===== config.mk =====
export PLATFORM = sky130hd
export DESIGN_NAME = wb_sched_queue
export DESIGN_NICKNAME = d
export VERILOG_FILES = /design/src/rtl/wbq_pkg.sv /design/src/rtl/wbq_ctrl.sv /design/src/rtl/wbq_slots.sv /design/src/rtl/wb_sched_queue.sv
export SDC_FILE = /design/constraint.sdc
export NUM_CORES = 1
export LEC_CHECK = 0
export BUFFER_PORTS_ARGS = -buffer_cell sky130_fd_sc_hd__buf_4
export CAP_MARGIN = 10
export CORE_MARGIN = 1
export CORE_UTILIZATION = 60
export DETAILED_ROUTE_END_ITERATION = 12
export PLACE_DENSITY = 0.8
export SLEW_MARGIN = 20
export SYNTH_ARGS = -nofsm -noshare
export SYNTH_HDL_FRONTEND = slang
export SYNTH_HIERARCHICAL = 1
export SYNTH_SLANG_ARGS = --single-unit

===== constraint.sdc =====
create_clock -name clk -period 6.25 [get_ports clk]
set_clock_uncertainty 0.2 [all_clocks]
set_input_delay 0.9375 -clock clk [delete_from_list [all_inputs] [get_ports clk]]
set_output_delay 0.9375 -clock clk [all_outputs]
set_load 0.01 [all_outputs]

===== src/rtl/wbq_pkg.sv =====
package wbq_pkg;
  localparam int REG_BITS  = 6;
  localparam int MASK_BITS = 2;
  localparam int PORT_BITS = 4;
  localparam int LAT_BITS  = 4;
  localparam int NCOL      = 2;

  typedef struct packed {
    logic                 vld;
    logic [REG_BITS-1:0]  dst;
    logic [MASK_BITS-1:0] mask;
    logic [PORT_BITS-1:0] port;
  } slot_t;

  typedef struct packed {
    logic                load;
    logic [LAT_BITS-1:0] idx;
    logic                bypass;
  } colStrobe_t;
endpackage


===== src/rtl/wbq_ctrl.sv =====
module wbq_ctrl
  import wbq_pkg::*;
#(
  parameter int DEPTH = 8
) (
  input  logic                                 clk,
  input  logic                                 rstN,
  input  logic [NCOL-1:0]                      reqVld,
  input  logic [NCOL-1:0][LAT_BITS-1:0]        reqLat,
  input  logic [NCOL-1:0][DEPTH-1:0]           occVec,
  output colStrobe_t [NCOL-1:0]                strobe,
  output logic [NCOL-1:0]                      collide,
  output logic [NCOL-1:0]                      reject
);
  localparam logic [LAT_BITS:0] DEPTH_L = (LAT_BITS+1)'(DEPTH);

  for (genvar c = 0; c < NCOL; c++) begin : g_col
    logic inRange;
    logic busy;

    assign inRange = {1'b0, reqLat[c]} < DEPTH_L;

    // slot L is next fed by slot L+1; a valid entry there owns that cycle
    always_comb begin
      busy = 1'b0;
      for (int k = 0; k < DEPTH-1; k++) begin
        if (reqLat[c] == LAT_BITS'(k)) busy = occVec[c][k+1];
      end
    end

    assign reject[c]        = reqVld[c] && !inRange;
    assign collide[c]       = reqVld[c] && inRange && busy;
    assign strobe[c].load   = reqVld[c] && inRange && !busy;
    assign strobe[c].idx    = reqLat[c];
    assign strobe[c].bypass = reqVld[c] && inRange && !busy && (reqLat[c] == '0);

    AST_RANGE_REJECT: assert property (@(posedge clk) disable iff (!rstN)
      (reqVld[c] && ({1'b0, reqLat[c]} >= DEPTH_L)) |-> (reject[c] && !strobe[c].load));
    AST_COLLIDE_NO_LOAD: assert property (@(posedge clk) disable iff (!rstN)
      collide[c] |-> (!strobe[c].load && !reject[c]));
  end
endmodule


===== src/rtl/wbq_slots.sv =====
module wbq_slots
  import wbq_pkg::*;
#(
  parameter int DEPTH = 8
) (
  input  logic                                 clk,
  input  logic                                 rstN,
  input  colStrobe_t [NCOL-1:0]                strobe,
  input  logic [NCOL-1:0][REG_BITS-1:0]        reqReg,
  input  logic [NCOL-1:0][MASK_BITS-1:0]       reqMask,
  input  logic [NCOL-1:0][PORT_BITS-1:0]       reqPort,
  input  logic [REG_BITS-1:0]                  qReg,
  output logic [NCOL-1:0][DEPTH-1:0]           occVec,
  output logic [NCOL-1:0]                      wrEn,
  output logic [NCOL-1:0][REG_BITS-1:0]        wrReg,
  output logic [NCOL-1:0][MASK_BITS-1:0]       wrMask,
  output logic [NCOL-1:0]                      portVld,
  output logic [NCOL-1:0][PORT_BITS-1:0]       portSel,
  output logic                                 qHit
);
  slot_t q [NCOL][DEPTH];

  for (genvar c = 0; c < NCOL; c++) begin : g_col
    slot_t newEntry;
    assign newEntry = '{vld: 1'b1, dst: reqReg[c], mask: reqMask[c], port: reqPort[c]};

    for (genvar k = 0; k < DEPTH; k++) begin : g_slot
      slot_t nxt;
      always_comb begin
        if (k == DEPTH-1) nxt = '0;
        else              nxt = q[c][(k == DEPTH-1) ? k : k+1];
        if (strobe[c].load && strobe[c].idx == LAT_BITS'(k)) nxt = newEntry;
      end

      always_ff @(posedge clk or negedge rstN) begin
        if (!rstN) q[c][k] <= '0;
        else       q[c][k] <= nxt;
      end

      assign occVec[c][k] = q[c][k].vld;

      AST_LOAD_LANDS: assert property (@(posedge clk) disable iff (!rstN)
        (strobe[c].load && strobe[c].idx == LAT_BITS'(k))
          |=> (q[c][k].vld && q[c][k].dst == $past(reqReg[c])));
    end

    assign wrEn[c]    = q[c][0].vld;
    assign wrReg[c]   = q[c][0].dst;
    assign wrMask[c]  = q[c][0].mask;
    assign portVld[c] = q[c][1].vld | strobe[c].bypass;
    assign portSel[c] = strobe[c].bypass ? reqPort[c] : q[c][1].port;

    AST_PORT_LEADS_WRITE: assert property (@(posedge clk) disable iff (!rstN)
      portVld[c] |=> wrEn[c]);
    AST_BYPASS_EXCL: assert property (@(posedge clk) disable iff (!rstN)
      !(strobe[c].bypass && q[c][1].vld));
    AST_HEAD_ADVANCE: assert property (@(posedge clk) disable iff (!rstN)
      q[c][1].vld |=> (wrEn[c] && wrReg[c] == $past(q[c][1].dst)));
    AST_RETIRE: assert property (@(posedge clk) disable iff (!rstN)
      (wrEn[c] && !q[c][1].vld && !strobe[c].bypass) |=> !wrEn[c]);
  end

  always_comb begin
    qHit = 1'b0;
    for (int c = 0; c < NCOL; c++) begin
      for (int k = 0; k < DEPTH; k++) begin
        if (q[c][k].vld && q[c][k].dst == qReg) qHit = 1'b1;
      end
    end
  end
endmodule


===== src/rtl/wb_sched_queue.sv =====
module wb_sched_queue
  import wbq_pkg::*;
#(
  parameter int DEPTH = 8
) (
  input  logic                                 clk,
  input  logic                                 rstN,
  input  logic [NCOL-1:0]                      reqVld,
  input  logic [NCOL-1:0][REG_BITS-1:0]        reqReg,
  input  logic [NCOL-1:0][MASK_BITS-1:0]       reqMask,
  input  logic [NCOL-1:0][PORT_BITS-1:0]       reqPort,
  input  logic [NCOL-1:0][LAT_BITS-1:0]        reqLat,
  input  logic [REG_BITS-1:0]                  qReg,
  output logic [NCOL-1:0]                      collide,
  output logic [NCOL-1:0]                      reject,
  output logic [NCOL-1:0]                      wrEn,
  output logic [NCOL-1:0][REG_BITS-1:0]        wrReg,
  output logic [NCOL-1:0][MASK_BITS-1:0]       wrMask,
  output logic [NCOL-1:0]                      portVld,
  output logic [NCOL-1:0][PORT_BITS-1:0]       portSel,
  output logic                                 qHit
);
  colStrobe_t [NCOL-1:0]      strobe;
  logic [NCOL-1:0][DEPTH-1:0] occVec;

  wbq_ctrl #(.DEPTH(DEPTH)) u_ctrl (
    .clk     (clk),
    .rstN    (rstN),
    .reqVld  (reqVld),
    .reqLat  (reqLat),
    .occVec  (occVec),
    .strobe  (strobe),
    .collide (collide),
    .reject  (reject)
  );

  wbq_slots #(.DEPTH(DEPTH)) u_slots (
    .clk     (clk),
    .rstN    (rstN),
    .strobe  (strobe),
    .reqReg  (reqReg),
    .reqMask (reqMask),
    .reqPort (reqPort),
    .qReg    (qReg),
    .occVec  (occVec),
    .wrEn    (wrEn),
    .wrReg   (wrReg),
    .wrMask  (wrMask),
    .portVld (portVld),
    .portSel (portSel),
    .qHit    (qHit)
  );
endmodule


==> impl_metrics.toml, run 1 <==
[clock_network]
clk_root_buffer_cell = "clkbuf_16"
cts_tree = "yes"
clk_pin_slew_ns = 0.07
clk_path_buf_depth = 2
cts.sinks = 200
cts_resized = 0
clock_network_latency_to_the_later_pin_of_the_worst_skew_pair_ns = 0.43
cts_made_buffers = 17
postCtsSetupRepairBufs = 0
holdBufCountCts = 0
htree_levels = 4

[placed_design]
io_buffer_count = 74
final_wtd_congestion = 0.836
detailedPlacementHpwl_um = 11800
postPlaceCellArea_um2 = 9440
place_ws_ns = 2.48

[critical_path]
timing.critical_path.cells = "buf_4, or4_1, a21oi_1, mux2_2, buf_4"
crit_fanout = 12
critical_path.reg2reg.startpoint = "u_slots/occVec[1]$_DFF_PN0_"
worst_r2r_endpoint = "u_slots/q[128]$_DFF_PN0_"
required_worst_endpoint_ns = 5.11
critPathMaxStageDelay_ns = 0.50
crit_path_top_delay_cell = "or4_1"
critPathTopFamily = "simple AND/OR/NAND/NOR gates"
crit_start = "reqLat[0]"
path_buf_inv = 2
r2r_slack_ns = 3.36
crit_path_end_kind = "output pin"
critPathArrivalTime_ns = 2.67
timing_worst_setup_path_type = "in -> out"
r2r.worst_path.cells = 6
critical_path.most_common_cell = "buf_4"
startpoint_type = "input pin"

[drt]
drtIter0Drc = 244
count_of_vias_placed_by_the_detailed_router = 5058
post_drt_wl_per_cell_um = 20.0
routed_via_density = 5.68
route.antenna.remaining_nets = 0
route.detailed.drc = 8
wirelength_um = 17800
first_pass_iters = 8

[power_and_ir_drop]
power_density_nw_per_um2 = 267
p_leak_nw = 5.17
irDropWorstVdd_mv = 0.190

[sta]
finalCritPeriodShare = 0.608
setup-violations-final = 0
timing.fmax_mhz = 263
final.min_clock_period_ns = 3.80
fin_ws_ns = 2.45
finalHoldViolCount = 0
fin_tns_setup_ns = 0
unrepaired_setup_endpoints_after_global_routing = "no"
worstMarginPinSlew_ns = 1.08
final-max-slew-violation-count = 0
timing.slew.headroom = 0.278

[layout]
final_core_util = 0.689
fillers = 1021
finish.instance_area_um2 = 10100
area_delta_synth_final_pct = 11.2
mostFrequentLayoutCell = "dfrtp_1"
register_area_um2 = 5000
num-nets-final = 735
antennaDiodeCount = 0
share_of_final_layout_standard_cells_stronger_than_drive_strength_1 = 0.387
multi_input_gate_area_in_the_final_layout_um2 = 3640
mostFrequentLayoutCells = "dfrtp_1 (200), mux2_2 (148), buf_4 (75)"

[flow_run]
max-cap-violations = 0

[floorplanning]
dieArea_um2 = 15700
core_region_area_um2 = 14700
pin_count = 75
die_w_um = 125
start_util = 0.620
fp-row-count = 44
die_height_um = 125

[logic_synthesis]
yosys_warnings = 6
syn_area_cell_um2 = 13.7
synth.net_count = 707
synth_cells = 665
synth_area_um2 = 9110

[grt]
initial_antenna_violation_count = 0
globalRouteTotalUtil = 0.247
global_route.overflow_total = 0
maximum_number_of_pins_on_one_net_before_global_route_repair = 81
grt_pass1_vias = 5530
grt_first_pass_wirelength_um = 29400

[min_path]
worst_hold_path.endpoint = "u_slots/q[161]$_DFF_PN0_"
worstHoldStart = "u_slots/q[148]$_DFF_PN0_"
min_path_type = "reg -> reg"
worst_hold_path.num_cells = 1

[status]
run_status = "complete, but fails checks"
violations = "DRC"
==> metrics by stage <==
stage	total power, mW	std cells	hold slack [ns]
2_1_floorplan	1.48	665	0.233
3_3_place_gp	1.55	857	0.236
3_5_place_dp	1.56	857	0.250
4_1_cts	2.73	889	0.259
5_1_grt	2.81	890	0.262
6_report	2.71	890	0.256
==> power by group <==
group / internal (mW) / total [mW] / switching, mW
Sequential: 1.32 / 1.34 / 0.0177
Clock: 0.696 / 1.17 / 0.472
Combinational: 0.0876 / 0.198 / 0.111
==> layout make-up <==
class / instances / area share
Tap cell: 184 / 0.0227
Multi-Input combinational cell: 397 / 0.360
Sequential cell: 200 / 0.494
Clock buffer: 19 / 0.0447
Clock inverter: 13 / 0.0189
Timing Repair Buffer: 77 / 0.0597
==> worst reg2reg max path, delay by kind of cell, from the launching register on <==
family / cells / cell delay (ns)
simple gates: 2 / 1.17
flops: 1 / 0.44
mux: 2 / 0.61
compound gates: 2 / 0.37
==> routing by layer <==
metal	up-vias	GRT usage	wire length, um
li1	2311	-	-
met1	2621	0.341	8290
met2	103	0.402	8650
met3	23	0.0424	607
met4	0	0.0811	267
met5	-	0	0
==> sequential cells by signal, summed over array words and instances (netlist names) <==
| register | cells |
|---|---|
| u_slots/occVec | 16 |
| u_slots/wrReg | 12 |
| u_slots/q | 168 |
| u_slots/wrMask | 4 |
==> how the worst max path moves through the flow <==
| stage | cells past startpoint | slack, ns | endpoint |
|---|---|---|---|
| final | 5 | 2.45 | portSel[1] |
| after CTS | 5 | 2.48 | portSel[1] |
| after floorplan | 4 | 2.96 | portSel[0] |
| after detailed placement | 6 | 2.48 | portSel[1] |
| after global routing | 6 | 2.37 | portSel[1] |
| after global placement | 6 | 2.54 | portSel[0] |
No activity file was read; power rests on OpenSTA's default activity.
==> run 2: changes to the inputs <==
--- a/config.mk
+++ b/config.mk
@@ -5,6 +5,7 @@
 export SDC_FILE = /design/constraint.sdc
 export NUM_CORES = 1
 export LEC_CHECK = 0
+export ABC_AREA = 1
 export BUFFER_PORTS_ARGS = -buffer_cell sky130_fd_sc_hd__buf_4
 export CAP_MARGIN = 10
 export CORE_MARGIN = 1
==> constraint.sdc (replaced) <==
create_clock -name clk -period 3.8 [get_ports clk]
set_clock_uncertainty 0.2 [all_clocks]
set_input_delay 0.57 -clock clk [delete_from_list [all_inputs] [get_ports clk]]
set_output_delay 0.57 -clock clk [all_outputs]
set_load 0.01 [all_outputs]
==> run 2 against run 1 <==
Effect of this change:
- the flow now finishes without violations
- largest cell class unchanged
- via count up 49%
- synthesized cell count up 80%
- clock power up 50%
- worst setup slack worse by 1.4 ns
- non-clock buffer count down 1
- count of clock-buffer cells in the layout up 1
- routed wire length up 19%
- critical path depth up 5
- area after synthesis up 4.9%
- final cell count up 61%
==> impl_metrics.toml, run 2 <==
[power_and_ir_drop]
total_switching_power_mw = 1.06
power.share.combinational = 0.082
irDropWorstVdd_mv = 0.296
power_density_nw_per_um2 = 415
p_leak_nw = 5.20
power.share.switching = 0.247
report.power.total_mw = 4.30
share_seq_of_total_power = 0.512
internal_power_mw = 3.24
clock_network_power_share = 0.407

[layout]
multi_input_gate_area_in_the_final_layout_um2 = 3420
registers.top_by_ff_count = "u_slots/q"
fillers = 1256
mostFrequentLayoutCells = "nand2_1 (393), dfrtp_1 (200), o21ai_0 (142)"
final_core_util = 0.675
num-nets-final = 1247
share_of_final_layout_standard_cells_stronger_than_drive_strength_1 = 0.131
mostFrequentLayoutCell = "nand2_1"
largest_register_ffs = 168
register_area_um2 = 5000
antennaDiodeCount = 0
area_delta_synth_final_pct = 8.48

[flow_run]
max-cap-violations = 0

[sta]
timing.fmax_mhz = 359
timing.slew.headroom = 0.451
finalHoldViolCount = 0
setup-violations-final = 0
worstMarginPinSlew_ns = 0.821
final.min_clock_period_ns = 2.78
finalHoldWorstSlack_ns = 0.00507
fin_ws_ns = 1.02
unrepaired_setup_endpoints_after_global_routing = "no"
final-max-slew-violation-count = 0
finalCritPeriodShare = 0.732
fin_tns_setup_ns = 0

[logic_synthesis]
synth.net_count = 1236
synth_cells = 1194
synth_area_um2 = 9560
yosys_warnings = 6
syn_area_cell_um2 = 8.01

[drt]
route.detailed.drc = 0
post_drt_wl_per_cell_um = 14.9
drtIter0Drc = 714
wirelength_um = 21200
first_pass_iters = 7
route.antenna.remaining_nets = 0
count_of_vias_placed_by_the_detailed_router = 7533
routed_via_density = 5.27

[critical_path]
required_worst_endpoint_ns = 3.03
startpoint_type = "input pin"
crit_path_end_kind = "output pin"
timing_worst_setup_path_type = "in -> out"
critPathArrivalTime_ns = 2.01
worst_r2r_endpoint = "u_slots/q[31]$_DFF_PN0_"
r2r_slack_ns = 1.34
critical_path.reg2reg.startpoint = "u_slots/occVec[13]$_DFF_PN0_"
crit_fanout = 17
r2r.worst_path.cells = 13

[grt]
initial_antenna_violation_count = 0
globalRouteTotalUtil = 0.277
global_route.overflow_total = 0
grt_first_pass_wirelength_um = 34300
grt_pass1_vias = 6902
maximum_number_of_pins_on_one_net_before_global_route_repair = 137

[floorplanning]
die_height_um = 128
pin_count = 75
start_util = 0.622
fp-row-count = 45
core_region_area_um2 = 15400
dieArea_um2 = 16400
die_w_um = 128

[placed_design]
io_buffer_count = 74
final_wtd_congestion = 0.930
place_ws_ns = 1.04
detailedPlacementHpwl_um = 14400

[clock_network]
htree_levels = 4
cts_made_buffers = 17
clk_pin_slew_ns = 0.07
clk_root_buffer_cell = "clkbuf_16"
holdBufCountCts = 0
cts_resized = 0
cts.sinks = 200
postCtsSetupRepairBufs = 0
cts_tree = "yes"
clk_path_buf_depth = 2
clock_network_latency_to_the_later_pin_of_the_worst_skew_pair_ns = 0.44

[min_path]
min_path_type = "in -> async"

[status]
run_status = "complete, no violations"
==> run 2: layer usage <==
metal  wire (um)  vias to the layer above  GRT usage
met3        1330                       39     0.0538
met2        9670                      262      0.426
met4         346                        0     0.0851
li1            -                     3666          -
met1        9890                     3566      0.401
met5           0                        -          0
==> run 2: power by group through the flow <==
stage / combinational (mW) / sequential, mW / clock, mW
finish: 0.352 / 2.20 / 1.75
global route: 0.396 / 2.20 / 1.86
CTS: 0.352 / 2.20 / 1.77
detailed placement: 0.349 / 2.24 / 0
global placement: 0.341 / 2.24 / 0
floorplan: 0.227 / 2.23 / 0
==> run 2: cell type report <==
class | instances | share of cell area
repair buffers | 76 | 0.0568
clock buffers | 20 | 0.0440
multi-input cells | 774 | 0.330
well taps | 211 | 0.0255
flip-flops and latches | 200 | 0.483
clock inverters | 12 | 0.0113
inverters | 136 | 0.0497
==> run 2: worst max-delay path: stages <==
cell	delay [ns]
buf_4	0.25
inv_4	0.15
a21oi_1	0.25
nand3_1	0.10
nor2_1	0.22
nor2_1	0.08
nand2_1	0.07
nor2_1	0.04
nand2_1	0.12
buf_4	0.14
==> run 2: worst max-delay path by stage <==
stage / from / endpoint / depth (start not counted)
6_report: qReg[2] / qHit / 10
5_1_grt: qReg[4] / qHit / 12
4_1_cts: u_slots/occVec[13]$_DFF_PN0_ / portSel[5] / 9
3_5_place_dp: reqLat[4] / u_slots/q[31]$_DFF_PN0_ / 14
3_3_place_gp: qReg[4] / qHit / 11
2_1_floorplan: reqLat[4] / portSel[5] / 8
==> run 2: stage by stage <==
stage	area, um2	cells
floorplan	9560	1194
global placement	9800	1397
detailed placement	9800	1397
CTS	10400	1429
global route	10400	1429
finish	10400	1429
==> run 3: changes to the inputs <==
==> constraint.sdc (replaced) <==
create_clock -name clk -period 2.6 [get_ports clk]
set_clock_uncertainty 0.2 [all_clocks]
set_input_delay 0.39 -clock clk [delete_from_list [all_inputs] [get_ports clk]]
set_output_delay 0.39 -clock clk [all_outputs]
set_load 0.01 [all_outputs]
==> run 3 against run 2 <==
Effect of this change:
- first-iteration DRC count decreased by 1.3%
- die area did not move
- flip-flop and latch count is the same
- via count is 0.32% lower
- combinational power increased by 51%
- global-route usage down 1.2 points
- sequential power increased by 46%
- design area grew 1.3%
==> impl_metrics.toml, run 3 (synthesis results as in run 2) <==
[status]
run_status = "complete, no violations"

[critical_path]
startpoint_type = "register"
crit_fanout = 9
required_worst_endpoint_ns = 2.01
crit_path_end_kind = "output pin"
timing_worst_setup_path_type = "reg -> out"
critPathArrivalTime_ns = 1.86

[floorplanning]
start_util = 0.622
fp-row-count = 45
core_region_area_um2 = 15400
dieArea_um2 = 16400
die_height_um = 128
pin_count = 75
die_w_um = 128

[placed_design]
final_wtd_congestion = 0.868
io_buffer_count = 74
detailedPlacementHpwl_um = 14300

[clock_network]
clk_root_buffer_cell = "clkbuf_16"
cts.sinks = 200
cts_made_buffers = 17
clock_network_latency_to_the_later_pin_of_the_worst_skew_pair_ns = 0.43
postCtsSetupRepairBufs = 0
clk_path_buf_depth = 2
cts_tree = "yes"
htree_levels = 4
clk_pin_slew_ns = 0.07

[sta]
worstMarginPinSlew_ns = 0.644
timing.fmax_mhz = 407
final.min_clock_period_ns = 2.45
setup-violations-final = 0
fin_tns_setup_ns = 0
finalHoldViolCount = 0
unrepaired_setup_endpoints_after_global_routing = "no"
finalCritPeriodShare = 0.944
final-max-slew-violation-count = 0
timing.slew.headroom = 0.570

[drt]
route.antenna.remaining_nets = 0
wirelength_um = 20600
route.detailed.drc = 0
drtIter0Drc = 705
first_pass_iters = 6
count_of_vias_placed_by_the_detailed_router = 7509
routed_via_density = 5.19
post_drt_wl_per_cell_um = 14.3

[grt]
initial_antenna_violation_count = 0
globalRouteTotalUtil = 0.265
maximum_number_of_pins_on_one_net_before_global_route_repair = 65
grt_first_pass_wirelength_um = 33100
global_route.overflow_total = 0
grt_pass1_vias = 6737

[flow_run]
max-cap-violations = 0

[layout]
largest_register_ffs = 168
final_core_util = 0.683
mostFrequentLayoutCells = "nand2_1 (393), dfrtp_1 (200), o21ai_0 (135)"
fillers = 1205
registers.top_by_ff_count = "u_slots/q"
num-nets-final = 1265
area_delta_synth_final_pct = 9.84
antennaDiodeCount = 0
share_of_final_layout_standard_cells_stronger_than_drive_strength_1 = 0.138
mostFrequentLayoutCell = "nand2_1"

[power_and_ir_drop]
power_density_nw_per_um2 = 587
power.share.switching = 0.244
share_seq_of_total_power = 0.521
power.share.combinational = 0.086
p_leak_nw = 5.27
total_switching_power_mw = 1.50
irDropWorstVdd_mv = 0.455
clock_network_power_share = 0.392
internal_power_mw = 4.66

[min_path]
min_path_type = "in -> reg"
[run 3: cell types whose count changed in the layout (fill, tap and decap cells not counted), moves of 5 or more]
cell,delta
o21ai_1,+7
o21ai_0,-7
dlygate4sd3_1,+5
buf_4,+12
[run 3: area by class of cell]
class,instances,area [um2],share of cell area
Clock buffer,22,474,0.0452
Clock inverter,9,70.1,0.00667
Inverter,136,515,0.0491
Multi-Input combinational cell,774,3420,0.326
Sequential cell,200,5000,0.477
Tap cell,211,264,0.0251
Timing Repair Buffer,94,749,0.0714
[run 3: what timing repair did]
action                     CTS  global route
resized for setup            1             7
hold endpoints to repair    48             0
setup endpoints to repair    1             6
hold buffers                 5             0
[run 3: path summary, 6_finish.rpt]
check                                             startpoint                          end  slack (ns)  cells past startpoint
max in group asynchronous                               rstN  u_slots/occVec[0]$_DFF_PN0_        1.18                      3
worst max register to register   u_slots/occVec[5]$_DFF_PN0_     u_slots/q[148]$_DFF_PN0_        0.36                     11
worst max-delay path            u_slots/occVec[13]$_DFF_PN0_                   portSel[6]        0.15                      9
min in group asynchronous                               rstN     u_slots/q[119]$_DFF_PN0_        0.26                      2
worst min register to register       u_slots/q[83]$_DFF_PN0_  u_slots/wrMask[3]$_DFF_PN0_        0.25                      2
worst min-delay path                              reqReg[10]      u_slots/q[36]$_DFF_PN0_        0.02                      3
[run 3: per-layer routing]
layer	routed length [um]	track usage	vias up	part of all wire
met1	9510	0.378	3503	0.46
met2	9410	0.410	278	0.46
met4	235	0.0796	0	0.011
met5	0	0	-	0
li1	-	-	3707	-
met3	1470	0.0568	21	0.071
[run 3: through the flow]
| step | cells | worst slack (ns) | hold slack, ns | total power, mW | area [um2] |
|---|---|---|---|---|---|
| 2_1_floorplan | 1194 | 0.567 | -0.106 | 3.59 | 9560 |
| 3_3_place_gp | 1410 | 0.309 | 0.155 | 3.78 | 9910 |
| 3_5_place_dp | 1410 | 0.196 | 0.160 | 3.79 | 9910 |
| 4_1_cts | 1446 | 0.0647 | 0.000665 | 6.19 | 10500 |
| 5_1_grt | 1446 | 0.0228 | 0.0403 | 6.39 | 10500 |
| 6_report | 1446 | 0.146 | 0.0195 | 6.16 | 10500 |
[run 3: power by group through the flow]
stage	clock, mW	combinational (mW)	sequential [mW]
after floorplan	0	0.331	3.26
after global placement	0	0.506	3.27
after detailed placement	0	0.522	3.27
after CTS	2.45	0.531	3.21
after global routing	2.58	0.595	3.22
final	2.42	0.531	3.21
[run 3: critical path, stage by stage, from the launching register on]
cell and delay [ns]:
dfrtp_1 0.38, or2_1 0.22, nand3_1 0.07, nand2_1 0.06
nand2_2 0.08, nand2_2 0.06, nor2_2 0.11, inv_2 0.10
o21ai_0 0.20, buf_4 0.15
